`src/rtl/dac_seq_pkg.sv`:
```
package dac_seq_pkg;

  typedef enum logic [2:0] {
    ST_IDLE = 3'd0,
    ST_HI   = 3'd1,
    ST_LO   = 3'd2,
    ST_CE   = 3'd3,
    ST_HOLD = 3'd4,
    ST_CLR  = 3'd5
  } seq_state_t;

  function automatic int max5(input int a, input int b, input int c,
                              input int d, input int e);
    int m;
    m = a;
    if (b > m) m = b;
    if (c > m) m = c;
    if (d > m) m = d;
    if (e > m) m = e;
    return m;
  endfunction

endpackage

```
`src/rtl/rst_sync.sv`:
```
module rst_sync (
  input  logic clk,
  input  logic rst_n,
  output logic rst_n_sync
);

  logic stage_q;

  always_ff @(posedge clk or negedge rst_n) begin
    if (!rst_n) begin
      stage_q    <= 1'b0;
      rst_n_sync <= 1'b0;
    end else begin
      stage_q    <= 1'b1;
      rst_n_sync <= stage_q;
    end
  end

endmodule

```
`src/rtl/phase_timer.sv`:
```
module phase_timer #(
  parameter int CNT_W = 4
) (
  input  logic             clk,
  input  logic             rst_n,
  input  logic             load,
  input  logic [CNT_W-1:0] load_val,
  output logic             expired
);

  logic [CNT_W-1:0] cnt_q;
  logic [CNT_W-1:0] cnt_d;
  logic             cnt_en;

  assign expired = (cnt_q == '0);

  always_comb begin
    cnt_en = 1'b0;
    cnt_d  = cnt_q;
    if (load) begin
      cnt_en = 1'b1;
      cnt_d  = load_val;
    end else if (!expired) begin
      cnt_en = 1'b1;
      cnt_d  = cnt_q - 1'b1;
    end
  end

  always_ff @(posedge clk or negedge rst_n) begin
    if (!rst_n) begin
      cnt_q <= '0;
    end else if (cnt_en) begin
      cnt_q <= cnt_d;
    end
  end

endmodule

```
`src/rtl/ch_decode.sv`:
```
module ch_decode #(
  parameter int NUM_CH = 4,
  parameter int SEL_W  = 2
) (
  input  logic              clk,
  input  logic              rst_n,
  input  logic              en,
  input  logic [SEL_W-1:0]  sel,
  output logic [NUM_CH-1:0] ce_n
);

  for (genvar i = 0; i < NUM_CH; i++) begin : g_lane
    logic lane_d;
    assign lane_d = !(en && (sel == SEL_W'(i)));
    always_ff @(posedge clk or negedge rst_n) begin
      if (!rst_n) begin
        ce_n[i] <= 1'b1;
      end else begin
        ce_n[i] <= lane_d;
      end
    end
  end

endmodule

```
`src/rtl/dac_wr_seq.sv`:
```
module dac_wr_seq
  import dac_seq_pkg::*;
#(
  parameter int NUM_CH = 4,
  parameter int CODE_W = 12,
  parameter int BUS_W  = 8,
  parameter int T_BYTE = 2,
  parameter int T_DS   = 8,
  parameter int T_CEW  = 8,
  parameter int T_DH   = 3,
  parameter int T_CLRW = 5
) (
  input  logic                      clk,
  input  logic                      rst_n,
  input  logic                      req_valid,
  input  logic                      req_clear,
  input  logic [$clog2(NUM_CH)-1:0] req_chan,
  input  logic [CODE_W-1:0]         req_code,
  output logic                      req_ack,
  output logic                      busy,
  output logic                      done,
  output logic [BUS_W-1:0]          bus_data,
  output logic                      byte_hi,
  output logic [NUM_CH-1:0]         ce_n,
  output logic                      clr_n
);

  localparam int SEL_W = $clog2(NUM_CH);
  localparam int HI_W  = CODE_W - BUS_W;
  localparam int T_MAX = max5(T_BYTE, T_DS, T_CEW, T_DH, T_CLRW);
  localparam int CNT_W = $clog2(T_MAX + 1);

  logic              rst_n_i;
  seq_state_t        state_q, state_d;
  logic [SEL_W-1:0]  chan_q, chan_d;
  logic [CODE_W-1:0] code_q, code_d;
  logic              accept;
  logic              t_load, t_exp;
  logic [CNT_W-1:0]  t_val;
  logic [BUS_W-1:0]  bus_d;
  logic              bus_en;

  rst_sync u_rst (
    .clk        (clk),
    .rst_n      (rst_n),
    .rst_n_sync (rst_n_i)
  );

  assign accept = (state_q == ST_IDLE) && req_valid;
  assign chan_d = accept ? req_chan : chan_q;
  assign code_d = accept ? req_code : code_q;

  // next-state
  always_comb begin
    state_d = state_q;
    unique case (state_q)
      ST_IDLE: if (req_valid) state_d = req_clear ? ST_CLR : ST_HI;
      ST_HI:   if (t_exp) state_d = ST_LO;
      ST_LO:   if (t_exp) state_d = ST_CE;
      ST_CE:   if (t_exp) state_d = ST_HOLD;
      ST_HOLD: if (t_exp) state_d = ST_IDLE;
      ST_CLR:  if (t_exp) state_d = ST_IDLE;
      default: state_d = ST_IDLE;
    endcase
  end

  // phase length on entry
  always_comb begin
    t_load = (state_d != state_q) && (state_d != ST_IDLE);
    unique case (state_d)
      ST_HI:   t_val = CNT_W'(T_BYTE - 1);
      ST_LO:   t_val = CNT_W'(T_DS - 1);
      ST_CE:   t_val = CNT_W'(T_CEW - 1);
      ST_HOLD: t_val = CNT_W'(T_DH - 1);
      ST_CLR:  t_val = CNT_W'(T_CLRW - 1);
      default: t_val = '0;
    endcase
  end

  phase_timer #(.CNT_W(CNT_W)) u_timer (
    .clk      (clk),
    .rst_n    (rst_n_i),
    .load     (t_load),
    .load_val (t_val),
    .expired  (t_exp)
  );

  // bus contents for the coming phase
  always_comb begin
    bus_en = 1'b0;
    bus_d  = bus_data;
    unique case (state_d)
      ST_HI: begin
        bus_en = 1'b1;
        bus_d  = {{(BUS_W-HI_W){1'b0}}, code_d[CODE_W-1:BUS_W]};
      end
      ST_LO, ST_CE, ST_HOLD: begin
        bus_en = 1'b1;
        bus_d  = code_d[BUS_W-1:0];
      end
      default: ;
    endcase
  end

  always_ff @(posedge clk or negedge rst_n_i) begin
    if (!rst_n_i) begin
      state_q  <= ST_IDLE;
      chan_q   <= '0;
      code_q   <= '0;
      bus_data <= '0;
      byte_hi  <= 1'b0;
      clr_n    <= 1'b1;
      busy     <= 1'b0;
      done     <= 1'b0;
      req_ack  <= 1'b0;
    end else begin
      state_q <= state_d;
      if (accept) begin
        chan_q <= chan_d;
        code_q <= code_d;
      end
      if (bus_en) bus_data <= bus_d;
      byte_hi <= (state_d == ST_HI);
      clr_n   <= (state_d != ST_CLR);
      busy    <= (state_d != ST_IDLE);
      done    <= (state_q != ST_IDLE) && (state_d == ST_IDLE);
      req_ack <= accept;
    end
  end

  ch_decode #(.NUM_CH(NUM_CH), .SEL_W(SEL_W)) u_dec (
    .clk   (clk),
    .rst_n (rst_n_i),
    .en    (state_d == ST_CE),
    .sel   (chan_d),
    .ce_n  (ce_n)
  );

  // ---------------- assertions ----------------
  logic             ce_all_hi;
  logic [CNT_W:0]   ce_run, clr_run;
  logic [CNT_W-1:0] hold_left;
  logic             ce_all_hi_q;
  logic             ce_rise;

  assign ce_all_hi = &ce_n;
  assign ce_rise   = ce_all_hi && !ce_all_hi_q;

  always_ff @(posedge clk or negedge rst_n_i) begin
    if (!rst_n_i) begin
      ce_run      <= '0;
      clr_run     <= '0;
      hold_left   <= '0;
      ce_all_hi_q <= 1'b1;
    end else begin
      ce_all_hi_q <= ce_all_hi;
      ce_run      <= ce_all_hi ? '0 : ce_run + 1'b1;
      clr_run     <= clr_n ? '0 : clr_run + 1'b1;
      if (ce_rise) hold_left <= CNT_W'(T_DH - 1);
      else if (hold_left != '0) hold_left <= hold_left - 1'b1;
    end
  end

  a_r3_one_lane: assert property (@(posedge clk) disable iff (!rst_n_i)
    $onehot0(~ce_n));
  a_r8_no_overlap: assert property (@(posedge clk) disable iff (!rst_n_i)
    !clr_n |-> ce_all_hi);
  a_r2_upper_zero: assert property (@(posedge clk) disable iff (!rst_n_i)
    byte_hi |-> ((bus_data >> HI_W) == '0));
  a_r4_ce_width: assert property (@(posedge clk) disable iff (!rst_n_i)
    $rose(ce_all_hi) |-> (ce_run == (CNT_W+1)'(T_CEW)));
  a_r8_clr_width: assert property (@(posedge clk) disable iff (!rst_n_i)
    $rose(clr_n) |-> (clr_run == (CNT_W+1)'(T_CLRW)));
  a_r5_bus_held: assert property (@(posedge clk) disable iff (!rst_n_i)
    (!ce_all_hi || ce_rise || hold_left != '0) |-> ($stable(bus_data) && !byte_hi && busy));
  a_r6_done_once: assert property (@(posedge clk) disable iff (!rst_n_i)
    done |=> !done);
  a_r6_ack_busy: assert property (@(posedge clk) disable iff (!rst_n_i)
    req_ack |-> busy);

endmodule

```
`config.mk`:
```
export PLATFORM = sky130hd
export DESIGN_NAME = dac_wr_seq
export DESIGN_NICKNAME = d
export VERILOG_FILES = /design/src/rtl/dac_seq_pkg.sv /design/src/rtl/rst_sync.sv /design/src/rtl/phase_timer.sv /design/src/rtl/ch_decode.sv /design/src/rtl/dac_wr_seq.sv
export SDC_FILE = /design/constraint.sdc
export NUM_CORES = 1
export LEC_CHECK = 0
export BUFFER_PORTS_ARGS = -buffer_cell sky130_fd_sc_hd__buf_4
export CAP_MARGIN = 10
export CORE_UTILIZATION = 31
export DETAILED_ROUTE_END_ITERATION = 10
export GPL_TIMING_DRIVEN = 0
export PLACE_DENSITY_LB_ADDON = 0.15
export SYNTH_ARGS = -nofsm -noshare
export SYNTH_HDL_FRONTEND = slang
export SYNTH_SLANG_ARGS = --single-unit
```
`constraint.sdc`:
```
create_clock -name clk -period 1.5 [get_ports clk]
set_clock_uncertainty 0.15 [all_clocks]
set_input_delay 0.075 -clock clk [delete_from_list [all_inputs] [get_ports clk]]
set_output_delay 0.075 -clock clk [all_outputs]
set_load 0.005 [all_outputs]
```
==> results.cfg <==
[status]
outcome = complete, but fails checks
violations = setup timing

[timing]
worst_slack_ns = -0.487
timing.final.max_slew_violations = 0
timing.hold.ws_ns = 0.0287
setup_viol = 38
rsz0062_at_grt = yes
min_period_ns = 1.99
worst_slew_pin_slew_ns = 0.812
fmax_mhz = 503
max_slew_margin = 0.459
post-route-period-util = 1.32
hold_violations = 0

[cts]
cts_sinks = 40
cts_tree = done
htree_levels = 2
clock_latency_ns = 0.29
cts_inserted_buffers = 5
cts_root_buffer = clkbuf_8
cts.path.max_buffers = 2
clkTransAtPathRegs_ns = 0.07

[detailed_routing]
drtIter0Drc = 110
drt_pass1_iterations = 4
routed_wl_mm = 4.56
drcViolationCount = 0
vias_per_cell = 4.84
wl_per_cell_um = 15.8
vias = 1393
drtAntennaViolNets = 0

[placement]
routabilityCongestion = 0.819
dp_slack_ns = -0.779
dpl.hpwl_mm = 2.45
post-place-cells = 233
placed_cell_area_um2 = 2130
io_buffers = 34

[worst_setup_path]
startpoint = state_q[0]$_DFF_PN0_
reg2reg_slack_ns = -0.49
cp-start-kind = register
crit_arrival_ns = 2.01
ff2ff_path_depth = 5
path_class = reg -> reg
cp_max_fo = 8
crit_required_ns = 1.52
r2r_start = state_q[0]$_DFF_PN0_
end_kind = register
r2r_end = bus_data[0]$_DFFE_PN0P_

[final_layout]
finalInstanceArea_um2 = 2890
fin_cells = 288
drive_above_1_share = 0.619
syn_to_final_growth_pct = 68.5
utilization = 0.555
fin_nets = 236
diodes = 0
fill_cells = 434

[grt]
grtUsageTotal = 0.157
grt_max_degree = 39
grt_pass1_wl_mm = 7.09
antenna_found_initial = 0
grt_overflow_total = 0
grt_pass1_vias = 1445

[yosys]
synth_edf_count = 0
synth_most_common_cell = dfrtp_1
ys_ff_latch = 40
synth_ff_type = dfrtp_1
synth_common_cells = dfrtp_1 (35), mux2_2 (13), a21oi_1 (6), nor2_1 (6)
synth_cell_types = 40
synth_top_cell_area_share = 0.511
syn_avg_cell_area_um2 = 13.3
yosys_warnings = 0
yosysSeqAreaShare = 0.587
syn_nets = 148
synthArstFlopShare = 1.00
syn_inst = 129
yosys.area.top_type = dfrtp_1
syn_area_um2 = 1720
synth.area.top_cells = dfrtp_1 (51%), mux2_2 (8.5%), dfstp_2 (7.7%), a221o_1 (2.3%), a32o_1 (2.3%)

[die]
std_cell_rows = 26
chipHeight_um = 76.4
dieArea_um2 = 5830
start_util = 0.330
core_region_area_um2 = 5200
die_w_um = 76.4
ioPinCount = 35

[flow_run]
maxCapViolations = 0

[power]
ir_worst_vdd_uv = 776
power_leakage_uw = 0.00128
powerDensity_nw_per_um2 = 1910

[min_path]
worstHoldEndpoint = byte_hi$_DFF_PN0_
hold_class = in -> reg
whs_path_depth = 3
min_from = req_clear
-- flip-flops by register name (all words and copies together), names as in the netlist --
name              flops
code_q               12
bus_data              8
u_dec.ce_n            4
u_timer.cnt_q         4
state_q               3
chan_q                2
busy                  1
byte_hi               1
clr_n                 1
done                  1
req_ack               1
u_rst.rst_n_sync      1
u_rst.stage_q         1
-- cells in the final DEF, fill, tap and decap left out, drive strengths merged, types with 2 or more instances in the layout --
master       instances
a32o                 4
nor3                 2
nand3                5
a21oi                6
inv                  5
o21bai               3
and3                 4
buf                 67
nor2b                2
nand2                3
mux2i                3
nor3b                3
dlygate4sd3         18
xnor2                2
dfstp                5
nor2                 6
mux2                13
a221o                4
o21ai                2
clkbuf               8
dfrtp               35
-- critical path, stage by stage (launching register included) --
cell and delay [ns]:
dfrtp_2 0.45, nor4b_4 0.32, buf_6 0.20, mux2_4 0.32, and3_4 0.17, a221o_1 0.25
-- final cells by class --
class	count	area, um^2	share of cell area
buffer	4	37.5	0.0130
sequential	40	1010	0.350
timing repair buffer	82	702	0.243
tap	70	87.6	0.0303
inverter	5	18.8	0.00649
clock inverter	1	7.51	0.00260
clock buffer	7	86.3	0.0299
multi-input combinational	79	938	0.325
-- through the flow --
step | setup TNS, ns | total power, uW
2_1_floorplan | -8.60 | 3080
3_3_place_gp | -24.06 | 3610
3_5_place_dp | -16.11 | 3670
4_1_cts | -8.10 | 4950
5_1_grt | -11.32 | 5880
6_report | -9.65 | 5520
-- power by group --
part	leakage, uW	internal (uW)	switching, uW
registers	0.000476	1540	274
clock network	0.0000445	374	362
logic	0.000755	1700	1270
total	0.00128	3610	1910
-- timing repair --
action | CTS | global route
gates resized for setup | 26 | 38
hold buffers | 18 | 0
endpoints found under the setup margin | 37 | 37
setup buffers | 17 | 14
gates cloned | 0 | 0
hold endpoints to repair | 23 | 0
pin swaps | 11 | 11
-- per-layer routing --
layer / wire length (um) / vias up / global-route usage
met1: 2060 / 693 / 0.196
li1: - / 652 / -
met3: 168 / 11 / 0.0443
met2: 2230 / 37 / 0.254
met5: 0 / - / 0
met4: 101 / 0 / 0.0635
-- cell families after synthesis --
family	after synthesis	synth area share
flip-flops	40	0.587
AND/OR/NAND/NOR	30	0.113
AO/OA/AOI/OAI	28	0.144
multiplexers	16	0.103
buffers and inverters	10	0.0277
XOR/XNOR	3	0.0153
adder cells (fa/ha/maj)	1	0.00729
other	1	0.00219
-- how the worst max path moves through the flow --
stage,end,slack (ns),cells after the start
2_1_floorplan,bus_data[0]$_DFFE_PN0P_,-0.51,4
3_3_place_gp,bus_data[3]$_DFFE_PN0P_,-0.72,4
3_5_place_dp,bus_data[1]$_DFFE_PN0P_,-0.78,7
4_1_cts,bus_data[1]$_DFFE_PN0P_,-0.44,5
5_1_grt,bus_data[3]$_DFFE_PN0P_,-0.54,5
6_report,bus_data[0]$_DFFE_PN0P_,-0.49,5
Note: power is estimated with default switching activity, not from simulation.
